$ cat config.mk
export PLATFORM = sky130hd
export DESIGN_NAME = usb_irq_ctl
export DESIGN_NICKNAME = d
export VERILOG_FILES = /design/src/rtl/usb_irq_pkg.sv /design/src/rtl/usb_irq_regif.sv /design/src/rtl/usb_irq_enable.sv /design/src/rtl/usb_irq_status.sv /design/src/rtl/usb_irq_smi_fsm.sv /design/src/rtl/usb_irq_ctl.sv
export SDC_FILE = /design/constraint.sdc
export NUM_CORES = 1
export LEC_CHECK = 0
export ABC_AREA = 0
export BUFFER_PORTS_ARGS = -buffer_cell sky130_fd_sc_hd__clkbuf_2
export CAP_MARGIN = 5
export CORE_UTILIZATION = 45
export DETAILED_ROUTE_END_ITERATION = 16
export HOLD_SLACK_MARGIN = 0.03
export PLACE_DENSITY = 0.82
export SLEW_MARGIN = 30
export SYNTH_ARGS = -nofsm -noshare
export SYNTH_HDL_FRONTEND = slang
export SYNTH_HIERARCHICAL = 1
export SYNTH_SLANG_ARGS = --single-unit
$ cat constraint.sdc
create_clock -name clk -period 2.5 [get_ports clk]
set_input_delay 0.75 -clock clk [delete_from_list [all_inputs] [get_ports clk]]
set_output_delay 0.75 -clock clk [all_outputs]
set_load 0.02 [all_outputs]
$ cat src/rtl/usb_irq_pkg.sv
package usb_irq_pkg;

    localparam int REG_W       = 32;
    localparam int EV_W        = 7;
    localparam int MASTER_BIT  = 31;
    localparam int OWN_BIT     = 30;
    localparam int OWN_REQ_BIT = 3;
    localparam int RSV_W       = REG_W - 2 - EV_W;

    typedef enum logic [1:0] {
        SMI_IDLE = 2'd0,
        SMI_FIRE = 2'd1,
        SMI_GAP  = 2'd2
    } smi_state_e;

    typedef struct packed {
        logic [EV_W-1:0] en_set;
        logic [EV_W-1:0] en_clr;
        logic [EV_W-1:0] st_clr;
        logic            master_set;
        logic            master_clr;
        logic            own_en_set;
        logic            own_en_clr;
        logic            own_st_clr;
        logic            own_req;
    } wr_cmd_t;

endpackage

$ cat src/rtl/usb_irq_regif.sv
module usb_irq_regif
    import usb_irq_pkg::*;
#(
    parameter int                ADDR_W  = 8,
    parameter logic [ADDR_W-1:0] CMD_OFS = 8'h00,
    parameter logic [ADDR_W-1:0] ST_OFS  = 8'h04,
    parameter logic [ADDR_W-1:0] ENA_OFS = 8'h08,
    parameter logic [ADDR_W-1:0] DIS_OFS = 8'h0C
) (
    input  logic              wr_en,
    input  logic [ADDR_W-1:0] wr_addr,
    input  logic [3:0]        wr_strb,
    input  logic [REG_W-1:0]  wr_data,
    input  logic [ADDR_W-1:0] rd_addr,
    input  logic [REG_W-1:0]  en_view,
    input  logic [REG_W-1:0]  st_view,
    output wr_cmd_t           cmd,
    output logic [REG_W-1:0]  rd_data
);

    localparam int WORD_W = ADDR_W - 2;

    logic [WORD_W-1:0] wr_word;
    logic [WORD_W-1:0] rd_word;
    logic hit_cmd, hit_st, hit_ena, hit_dis;

    assign wr_word = wr_addr[ADDR_W-1:2];
    assign rd_word = rd_addr[ADDR_W-1:2];

    assign hit_cmd = wr_en && (wr_word == CMD_OFS[ADDR_W-1:2]);
    assign hit_st  = wr_en && (wr_word == ST_OFS[ADDR_W-1:2]);
    assign hit_ena = wr_en && (wr_word == ENA_OFS[ADDR_W-1:2]);
    assign hit_dis = wr_en && (wr_word == DIS_OFS[ADDR_W-1:2]);

    // Write decode: byte lane 0 carries event bits, lane 3 the high controls.
    always_comb begin
        cmd = '0;
        if (hit_ena && wr_strb[0]) begin
            cmd.en_set = wr_data[EV_W-1:0];
        end
        if (hit_ena && wr_strb[3]) begin
            cmd.master_set = wr_data[MASTER_BIT];
            cmd.own_en_set = wr_data[OWN_BIT];
        end
        if (hit_dis && wr_strb[0]) begin
            cmd.en_clr = wr_data[EV_W-1:0];
        end
        if (hit_dis && wr_strb[3]) begin
            cmd.master_clr = wr_data[MASTER_BIT];
            cmd.own_en_clr = wr_data[OWN_BIT];
        end
        if (hit_st && wr_strb[0]) begin
            cmd.st_clr = wr_data[EV_W-1:0];
        end
        if (hit_st && wr_strb[3]) begin
            cmd.own_st_clr = wr_data[OWN_BIT];
        end
        if (hit_cmd && wr_strb[0]) begin
            cmd.own_req = wr_data[OWN_REQ_BIT];
        end
    end

    // Read mux: the disable word reads back the enable contents.
    always_comb begin
        rd_data = '0;
        if ((rd_word == ENA_OFS[ADDR_W-1:2]) || (rd_word == DIS_OFS[ADDR_W-1:2])) begin
            rd_data = en_view;
        end else if (rd_word == ST_OFS[ADDR_W-1:2]) begin
            rd_data = st_view;
        end
    end

    logic unused_bits;
    assign unused_bits = ^{wr_addr[1:0], rd_addr[1:0], wr_data[REG_W-3:EV_W], wr_strb[2:1]};

endmodule

$ cat src/rtl/usb_irq_enable.sv
module usb_irq_enable
    import usb_irq_pkg::*;
(
    input  logic            clk,
    input  logic            rst_n,
    input  wr_cmd_t         cmd,
    output logic [EV_W-1:0] en_ev,
    output logic            master_en,
    output logic            own_en
);

    always_ff @(posedge clk or negedge rst_n) begin
        if (!rst_n) begin
            en_ev     <= '0;
            master_en <= 1'b0;
            own_en    <= 1'b0;
        end else begin
            en_ev     <= (en_ev & ~cmd.en_clr) | cmd.en_set;
            master_en <= (master_en & ~cmd.master_clr) | cmd.master_set;
            own_en    <= (own_en & ~cmd.own_en_clr) | cmd.own_en_set;
        end
    end

endmodule

$ cat src/rtl/usb_irq_status.sv
module usb_irq_status
    import usb_irq_pkg::*;
(
    input  logic            clk,
    input  logic            rst_n,
    input  wr_cmd_t         cmd,
    input  logic [EV_W-1:0] ev_pulse,
    input  logic [EV_W-1:0] en_ev,
    input  logic            master_en,
    output logic [EV_W-1:0] st_ev,
    output logic            st_own,
    output logic [EV_W-1:0] ev_hit
);

    // One sticky bit per event; a recorded event wins over a same-cycle clear.
    for (genvar i = 0; i < EV_W; i++) begin : g_bit
        assign ev_hit[i] = ev_pulse[i] & en_ev[i] & master_en;

        always_ff @(posedge clk or negedge rst_n) begin
            if (!rst_n) begin
                st_ev[i] <= 1'b0;
            end else begin
                st_ev[i] <= (st_ev[i] & ~cmd.st_clr[i]) | ev_hit[i];
            end
        end
    end

    always_ff @(posedge clk or negedge rst_n) begin
        if (!rst_n) begin
            st_own <= 1'b0;
        end else begin
            st_own <= (st_own & ~cmd.own_st_clr) | cmd.own_req;
        end
    end

endmodule

$ cat src/rtl/usb_irq_smi_fsm.sv
module usb_irq_smi_fsm
    import usb_irq_pkg::*;
(
    input  logic clk,
    input  logic rst_n,
    input  logic trig,
    output logic smi
);

    smi_state_e state_q, state_d;
    logic       pend_q, pend_d;

    always_ff @(posedge clk or negedge rst_n) begin
        if (!rst_n) begin
            state_q <= SMI_IDLE;
            pend_q  <= 1'b0;
        end else begin
            state_q <= state_d;
            pend_q  <= pend_d;
        end
    end

    always_comb begin
        state_d = state_q;
        pend_d  = pend_q;
        unique case (state_q)
            SMI_IDLE: begin
                pend_d = 1'b0;
                if (trig) begin
                    state_d = SMI_FIRE;
                end
            end
            SMI_FIRE: begin
                state_d = SMI_GAP;
                if (trig) begin
                    pend_d = 1'b1;
                end
            end
            SMI_GAP: begin
                pend_d = 1'b0;
                if (trig || pend_q) begin
                    state_d = SMI_FIRE;
                end else begin
                    state_d = SMI_IDLE;
                end
            end
            default: begin
                state_d = SMI_IDLE;
                pend_d  = 1'b0;
            end
        endcase
    end

    always_comb begin
        smi = (state_q == SMI_FIRE);
    end

endmodule

$ cat src/rtl/usb_irq_ctl.sv
module usb_irq_ctl
    import usb_irq_pkg::*;
#(
    parameter int                ADDR_W  = 8,
    parameter logic [ADDR_W-1:0] CMD_OFS = 8'h00,
    parameter logic [ADDR_W-1:0] ST_OFS  = 8'h04,
    parameter logic [ADDR_W-1:0] ENA_OFS = 8'h08,
    parameter logic [ADDR_W-1:0] DIS_OFS = 8'h0C
) (
    input  logic              clk,
    input  logic              rst_n,
    input  logic              wr_en,
    input  logic [ADDR_W-1:0] wr_addr,
    input  logic [3:0]        wr_strb,
    input  logic [REG_W-1:0]  wr_data,
    input  logic [ADDR_W-1:0] rd_addr,
    output logic [REG_W-1:0]  rd_data,
    input  logic [EV_W-1:0]   ev_pulse,
    input  logic              route_mgmt,
    output logic              irq,
    output logic              smi
);

    wr_cmd_t         cmd;
    logic [EV_W-1:0] en_ev;
    logic            master_en;
    logic            own_en;
    logic [EV_W-1:0] st_ev;
    logic            st_own;
    logic [EV_W-1:0] ev_hit;
    logic [REG_W-1:0] en_view;
    logic [REG_W-1:0] st_view;
    logic            smi_trig;

    assign en_view = {master_en, own_en, {RSV_W{1'b0}}, en_ev};
    assign st_view = {1'b0, st_own, {RSV_W{1'b0}}, st_ev};

    usb_irq_regif #(
        .ADDR_W (ADDR_W),
        .CMD_OFS(CMD_OFS),
        .ST_OFS (ST_OFS),
        .ENA_OFS(ENA_OFS),
        .DIS_OFS(DIS_OFS)
    ) u_regif (
        .wr_en  (wr_en),
        .wr_addr(wr_addr),
        .wr_strb(wr_strb),
        .wr_data(wr_data),
        .rd_addr(rd_addr),
        .en_view(en_view),
        .st_view(st_view),
        .cmd    (cmd),
        .rd_data(rd_data)
    );

    usb_irq_enable u_enable (
        .clk      (clk),
        .rst_n    (rst_n),
        .cmd      (cmd),
        .en_ev    (en_ev),
        .master_en(master_en),
        .own_en   (own_en)
    );

    usb_irq_status u_status (
        .clk      (clk),
        .rst_n    (rst_n),
        .cmd      (cmd),
        .ev_pulse (ev_pulse),
        .en_ev    (en_ev),
        .master_en(master_en),
        .st_ev    (st_ev),
        .st_own   (st_own),
        .ev_hit   (ev_hit)
    );

    // Management triggers: a routed event record, or an enabled ownership request.
    assign smi_trig = (route_mgmt && (|ev_hit))
                    || (cmd.own_req && master_en && own_en);

    usb_irq_smi_fsm u_smi (
        .clk  (clk),
        .rst_n(rst_n),
        .trig (smi_trig),
        .smi  (smi)
    );

    assign irq = !route_mgmt && master_en && (|(st_ev & en_ev));

endmodule

* Yosys cells after proc, flatten, opt, wreduce, memory -nomap -nowiden
Cells that the tools add are included.
** Word-level totals
- Register bits :: 20
- Latch bits :: 0
- RAM bits :: 0
- Memory bits (read-only) :: 0
- Input port bits :: 63
- Output and inout bits :: 34
- Logic and storage cells :: 111
- Memories kept :: 0
** Operators by class
- $add $sub $neg :: 0
- Multipliers :: 0
- Div/mod/pow operators :: 0
- $lt $le $gt $ge :: 0
- Eq/ne operators :: 10
- Shifts and indexed selects :: 0
- Mux-type cells :: 16
- Bitwise operators :: 48
- Reduce and logical (&&, ||, !) cells :: 24
** Operator list (count)
- 2-to-1 mux 32 bit :: 1
- 2-to-1 mux 31 bit :: 1
- AND 1 bit :: 24
- equality test 6 x 2 -> 1 bit (second input constant) :: 4
- 2-to-1 mux 7 bit :: 3
- logical AND 1 bit :: 16
- AND 7 bit :: 2
- OR reduction 7 bit :: 2
- equality test 6 x 1 -> 1 bit (second input constant) :: 2
- NOT 1 bit :: 10
- OR 1 bit :: 10
- 2-to-1 mux 1 bit :: 9
- NOT 7 bit :: 1
- OR 7 bit :: 1
- zero test 6 bit :: 1
- case mux 2 bit (3 select lines) :: 1
- inequality test 2 x 1 -> 1 bit (second input constant) :: 2
- logical OR 1 bit :: 3
- equality test 2 x 1 -> 1 bit (second input constant) :: 1
- equality test 2 bit (second input constant) :: 1
- zero test 2 bit :: 1
- 2-to-1 mux 2 bit :: 1
- zero test 1 bit :: 1

* Logic depth before layout (Yosys ltp)
Gate-level depths: netlist (run 1).
- Depth in word-level cells :: 10
- Mapped depth :: 8
- Depth with buffers taken out :: 6

* Cells and area by module
The synthesis (run 1) kept the hierarchy.
** Modules (own cells, without submodules)
- usb_irq_regif :: times used 1, cells each 158, area an instance 930.9 um^2, sequential area each 0.0 um^2
- usb_irq_status :: times used 1, cells each 31, area an instance 339.1 um^2, sequential area each 200.2 um^2
- usb_irq_enable :: times used 1, cells each 27, area an instance 326.6 um^2, sequential area each 225.2 um^2
- usb_irq_smi_fsm :: times used 1, cells each 8, area an instance 111.4 um^2, sequential area each 75.1 um^2
- usb_irq_ctl :: times used 1, cells each 10, area an instance 73.8 um^2, sequential area each 0.0 um^2

* Least setup slack after synthesis (run 1)
No wires, ideal clock.
- Path kind :: input port to output port
- From :: input port rd_addr[5]
- To :: output port rd_data[1]
- Data arrival time :: 1.902 ns
- Required time :: 1.750 ns
- Path slack :: -0.152 ns
- Stages on the path :: 4
- Path buffers :: 2
- Path through :: or4_1 -> clkbuf_1 -> buf_2 -> a21oi_1
** On the way
- Cells in the longest elaborated chain, start to end :: 3
- Elaborated cells on any way between the ends :: 6
- Classes of those cells :: 3 x eq/ne; 2 x mux; 1 x reduce/logical
** RTL lines
- start: declaration :: line usb_irq_ctl.sv:16 : input logic [ADDR_W-1:0] rd_addr,
- equality test 6 x 1 -> 1 bit / equality test 6 x 2 -> 1 bit (equally long branches) :: line usb_irq_regif.sv:68, usb_irq_regif.sv:66
- 2-to-1 mux 31 bit / logical OR 1 bit (equally long branches) :: line usb_irq_regif.sv:68, usb_irq_regif.sv:66
- 2-to-1 mux 32 bit (*) :: line usb_irq_regif.sv:66 : if ((rd_word == ENA_OFS[ADDR_W-1:2]) || (rd_word == DIS_OFS[ADDR_W-1:2])) begin
- end: declaration :: line usb_irq_ctl.sv:17 : output logic [REG_W-1:0] rd_data,
Mark *: on every way between the ends. The rest lies on a longest branch, timed or not.

* Worst setup path after layout (run 1)
- From :: input port rd_addr[7]
- To :: output port rd_data[0]
The elaborated chain is that of the path after synthesis.

==> results of run 1 <==
-- layout make-up --
| type | instances | area (µm²) |
|---|---|---|
| Tap cell | 48 | 60.1 |
| Inverter | 26 | 97.6 |
| Sequential cell | 20 | 500 |
| Multi-Input combinational cell | 215 | 1340 |
| Clock buffer | 3 | 41.3 |
| Fill cell | 321 | 1290 |
| Timing Repair Buffer | 52 | 384 |
-- stage by stage --
step	util	power (mW)	area, µm²
final	0.652	0.775	2420
after global routing	0.652	0.819	2420
after CTS	0.649	0.777	2410
after detailed placement	0.609	0.565	2260
after global placement	0.609	0.559	2260
after floorplan	-	0.504	2040
-- power by group through the flow --
stage	Sequential, mW	Clock [mW]	Combinational (mW)
2_1_floorplan	0.377	0	0.128
3_3_place_gp	0.388	0	0.172
3_5_place_dp	0.388	0	0.177
4_1_cts	0.382	0.213	0.182
5_1_grt	0.385	0.227	0.207
6_report	0.383	0.208	0.185
-- metal layers --
| layer | up-vias | GRT usage | part of all wire |
|---|---|---|---|
| li1 | 942 | - | - |
| met1 | 824 | 0.242 | 0.44 |
| met2 | 50 | 0.397 | 0.49 |
| met4 | 0 | 0.0444 | 0.011 |
| met5 | - | 0 | 0 |
| met3 | 6 | 0.0528 | 0.064 |
-- registers in the layout (all words and copies together), names as in the netlist --
name / flops
u_enable/master_en: 1
u_status/st_own: 1
u_enable/en_ev: 7
u_status/st_ev: 7
u_enable/own_en: 1
u_smi/state_q: 2
u_smi/pend_q: 1
-- what timing repair did --
item | in CTS | in global routing
setup buffers | 0 | 0
gates resized for setup | 25 | 7
setup endpoints to repair | 9 | 9
pin swaps | 1 | 1
-- logic make-up (layout without fill, tap and decap cells) --
family / Yosys count / count (layout) / share of synthesized area
other: 1 / 47 / 0.00210
buffers and inverters: 45 / 81 / 0.116
AOI/OAI and AO/OA: 56 / 56 / 0.197
DFF: 20 / 20 / 0.281
and+or+nand+nor: 112 / 112 / 0.404
-- worst paths after layout --
check	endpoint	cells past startpoint
worst min register to register	u_smi/state_q[0]	1
max in group asynchronous	u_status/st_ev[2]	1
worst max-delay path	rd_data[0]	5
min in group clk	u_smi/state_q[0]	1
worst max register to register	u_smi/state_q[0]	6
worst min-delay path	u_enable/en_ev[6]	1
-- cells in the mapped netlist (all sizes together) --
cell type  number  area [µm²]
a21o           17         128
buf            10        65.1
or4             3        26.3
o41ai           1        16.3
clkbuf          9        43.8
clkinv          1        3.75
a311oi          1        8.76
a22oi           2        15.0
nand4           2        12.5
a222oi          1        10.0
and3            7        48.8
nand3           3        15.0
a21oi          33         165
dfrtp          20         500
inv            25        93.8
nor2            1        3.75
nand2          33         124
nand4b          2        17.5
nor4           15         153
nand3b         32         240
o21a            1        7.51
nor2b           2        20.0
conb            1        3.75
nor3           12        60.1
==> run summary, run 1 <==
RSZ-0062 raised after global routing: true
CP endpoint kind: primary output
Failing checks: negative setup slack
First-pass GRT wire length: 7110 µm
Critical path required time: 1750 ps
Detailed-route DRC error count: 0
Nets: 381
Clk sinks: 20
Internal Power: 0.534 mW
Dpl ws: -136 ps
DR WL/cell: 12.2 µm
Cell Pwr Density: 320 mW/mm²
Via count: 1,822
Largest net degree at the start of global routing: 46
Clock power frac: 0.268
Rel. slew slack: 0.558
CTS tree: built
Crit path max fanout: 4
H-tree depth: 1
Clk_lat worst skew: 260 ps
Cell Chain, Critical Path: clkbuf_2 > or4_4 > buf_6 > a21oi_2 > clkbuf_8
WL final: 4430 µm
R2R setup slack: 550 ps
Max frequency: 0.388 GHz
CTS Root Cell: clkbuf_8
Ys Warns: 6
Cts hold-fix bufs: 0
Die Ht: 64.9 µm
Switching share of power: 0.311
Cells after synthesis: 234
Synth Register Bits: 20
# diodes: 0
Post-synthesis sequential area ratio: 0.281
Finished Layout Cells: 364
Area Growth Syn to Fin: 35.9%
# IOs: 97
Period Utilization, post-route: 1.03
Final setup TNS: -541 ps
Final Wtd Congestion: 0.818
Max Buffers Root-to-Sink: 2
Setup crit start kind: input pin
Comb power frac: 0.238
Worst-Margin Slew: 661 ps
Share of layout cells above drive strength 1: 0.244
Post-DP HPWL: 3320 µm
CTS Buf Count: 3
# setup viols final: 9
CP Class: in -> out
Mapped cell area: 0.00178 mm²
CP max stage delay: 560 ps
Tot GR Track Use: 0.213
Vias in the first global route: 1,663
Worst EP arrival: 1830 ps
Status: complete, but fails checks
Mean Syn Cell Area: 7.61 µm²
Post-route worst setup slack: -77.6 ps
Max-Cap Viols: 0
Worst-path cell with the longest stage delay: or4_4
Most frequent cells in the layout: conb_1, clkbuf_2, nand2_1
I/O Buffers: 44
Hold WS: 450 ps
Die Wd: 64.9 µm
Clk_skew: 5.07 ps
Clock transition at the registers of the reported paths: 70 ps
Die area: 0.00422 mm²
Synth unique cells: 33
Max-slew violations: 0
Overflow after GRT: 0
WP buf/inv: 3
Worst r2r src: u_enable/master_en
Lkg Pwr: 1.15 nW
Initial core utilization: 0.479
Core ar.: 0.00372 mm²
Antenna Nets Post-Route: 0
First-pass DRT Iterations: 4
Largest delay share family, worst path: simple AND/OR/NAND/NOR gates
1st-iter DRT viols: 53
Max rail drop VDD: 0.000341 V
Row cnt: 22
Worst hold path type: in -> async
Antenna violations before repair: 0
CP startpoint: rd_addr[7]
Commonest non-fill, non-tap cell in the layout: conb_1
Vias per cell: 5.01
Seq pwr share: 0.494
Placed instance count: 361
Hold Fails Final Rpt: 0
Final min period: 2580 ps
Switching Power: 0.241 mW
Note: power is estimated with default switching activity, not from simulation.
==> run 2, diff against run 1 <==
--- a/config.mk
+++ b/config.mk
@@ -11,6 +11,7 @@
 export CORE_UTILIZATION = 45
 export DETAILED_ROUTE_END_ITERATION = 16
 export HOLD_SLACK_MARGIN = 0.03
+export MAX_ROUTING_LAYER = met4
 export PLACE_DENSITY = 0.82
 export SLEW_MARGIN = 30
 export SYNTH_ARGS = -nofsm -noshare
==> run 2 against run 1 <==
Effect of this change: the run still ends with negative setup slack left; wire length hardly changed; die area stayed put; total power hardly changed; core utilization stayed put; first-iteration DRC count is 1.9% lower; combinational power hardly changed; sequential share of layout area stayed put; sequential cell count stayed put; fmax hardly changed; register-to-register slack hardly changed; sequential power hardly changed; critical endpoint unchanged; largest cell class unchanged.
==> run summary, run 2 (synthesized netlist as in run 1, its figures left out) <==
Hold Fails Final Rpt: 0 (unchanged)
Period Utilization, post-route: 1.03 (about the same)
CP max stage delay: 560 ps (about the same)
Final Wtd Congestion: 0.830 (was 0.818)
Die Ht: 64.9 µm (unchanged)
Setup crit start kind: input pin (unchanged)
Vias in the first global route: 1,661 (was 1,663)
Placed Instance Area: 0.00226 mm² (unchanged)
# IOs: 97 (unchanged)
# setup viols final: 9 (unchanged)
Design Power: 0.775 mW (about the same)
Row cnt: 22 (unchanged)
Seq pwr share: 0.494 (about the same)
Commonest non-fill, non-tap cell in the layout: conb_1 (unchanged)
CTS tree: built (unchanged)
Fin util: 0.652 (unchanged)
Crit path max fanout: 4 (unchanged)
Via count: 1,824 (was 1,822)
Max Buffers Root-to-Sink: 2 (unchanged)
Placed instance count: 361 (unchanged)
First-pass GRT wire length: 7120 µm (was 7110 µm)
Share of layout cells above drive strength 1: 0.244 (unchanged)
Lkg Pwr: 1.15 nW (unchanged)
H-tree depth: 1 (unchanged)
DR WL/cell: 12.2 µm (about the same)
Max rail drop VDD: 0.000341 V (about the same)
Internal Power: 0.534 mW (about the same)
Tot GR Track Use: 0.220 (was 0.213)
Critical path required time: 1750 ps (about the same)
Die Wd: 64.9 µm (unchanged)
I/O Buffers: 44 (unchanged)
Worst-Margin Slew: 663 ps (was 661 ps)
CP Class: in -> out (unchanged)
Failing checks: negative setup slack (unchanged)
Clock power frac: 0.268 (about the same)
Cts hold-fix bufs: 0 (unchanged)
Clk_lat worst skew: 260 ps (about the same)
Max frequency: 0.388 GHz (about the same)
Post CTS Setup Buffer Count: 0 (unchanged)
Area Growth Syn to Fin: 35.9% (unchanged)
Most frequent cells in the layout: conb_1, clkbuf_2, nand2_1 (unchanged)
Initial core utilization: 0.479 (unchanged)
Detailed-route DRC error count: 0 (unchanged)
CP endpoint kind: primary output (unchanged)
Clk_skew: 5.33 ps (was 5.07 ps)
Clock transition at the registers of the reported paths: 70 ps (about the same)
CTS Buf Count: 3 (unchanged)
Cell Chain, Critical Path: clkbuf_2 > or4_4 > buf_6 > a21oi_2 > clkbuf_8 (unchanged)
Worst hold path type: in -> async (unchanged)
WL final: 4420 µm (was 4430 µm)
1st-iter DRT viols: 52 (was 53)
Overflow after GRT: 0 (unchanged)
Antenna Nets Post-Route: 0 (unchanged)
Worst-path cell with the longest stage delay: or4_4 (unchanged)
Rel. slew slack: 0.557 (was 0.558)
Post-DP HPWL: 3320 µm (unchanged)
First-pass DRT Iterations: 4 (unchanged)
Highest metal used: met4 (unchanged)
Fillers: 321 (unchanged)
Clk sinks: 20 (unchanged)
Routed wl met2: 2140 µm (was 2150 µm)
Cell Pwr Density: 320 mW/mm² (about the same)
Max-slew violations: 0 (unchanged)
R2R setup slack: 550 ps (about the same)
Antenna violations before repair: 0 (unchanged)
CTS Root Cell: clkbuf_8 (unchanged)
Switching Power: 0.241 mW (about the same)
Worst EP arrival: 1830 ps (about the same)
WL met3: 283 µm (was 282 µm)
Hold WS: 449 ps (was 450 ps)
DRT met1 WL: 1950 µm (was 1940 µm)
Final instance area: 0.00242 mm² (unchanged)
Final min period: 2580 ps (about the same)
Finished Layout Cells: 364 (unchanged)
Comb power frac: 0.238 (about the same)
Largest regs: u_enable/en_ev x7, u_status/st_ev x7, u_smi/state_q x2 (unchanged)
Largest net degree at the start of global routing: 46 (unchanged)
Nets: 381 (unchanged)
Die area: 0.00422 mm² (unchanged)
Post-route worst setup slack: -78.1 ps (was -77.6 ps)
Max-Cap Viols: 0 (unchanged)
Switching share of power: 0.311 (about the same)
Status: complete, but fails checks (unchanged)
RSZ-0062 raised after global routing: true (unchanged)
Vias per cell: 5.01 (about the same)
# diodes: 0 (unchanged)
Core ar.: 0.00372 mm² (unchanged)
## run 2: layout make-up
type,instances,area (µm²),share of cell area
timing repair buffer,52,384,0.159
multi-input combinational,215,1340,0.552
sequential,20,500,0.207
tap,48,60.1,0.0248
inverter,26,97.6,0.0403
clock buffer,3,41.3,0.0171
## run 2: layer usage
layer / track usage / vias up
li1: - / 942
met1: 0.244 / 824
met2: 0.396 / 52
met3: 0.0528 / 6
met4: 0.0444 / 0
met5: - / -
## run 2: what timing repair did
action                                  CTS  global route
resized for setup                        25             7
endpoints found under the setup margin    9             9
pin swaps                                 1             1
## run 2: power by group through the flow
stage	clock (mW)	sequential (mW)	combinational, mW
2_1_floorplan	0	0.377	0.128
3_3_place_gp	0	0.388	0.172
3_5_place_dp	0	0.388	0.177
4_1_cts	0.213	0.382	0.182
5_1_grt	0.227	0.385	0.207
6_report	0.208	0.383	0.184
## run 2: final timing paths
check	from	end	cells after the start
min reg2reg	u_smi/state_q[0]	u_smi/state_q[0]	1
max reg2reg	u_enable/master_en	u_smi/state_q[0]	6
min in group clk	u_smi/state_q[0]	u_smi/state_q[0]	1
min	rst_n	u_enable/en_ev[6]	1
max in group asynchronous	rst_n	u_status/st_ev[2]	1
max	rd_addr[7]	rd_data[0]	5
## run 2: worst max-delay path: cells and delay by family
family                 cells  cell delay [ps]
and+or+nand+nor            1              560
AOI/OAI and AO/OA          1              120
buffers and inverters      3              390
## run 2: through the flow
step | setup TNS (ps) | setup slack [ps]
floorplan | -7.82 | -3.91
global placement | -1060 | -143
detailed placement | -1050 | -136
CTS | -631 | -86.3
global route | -739 | -92.4
finish | -541 | -78.1
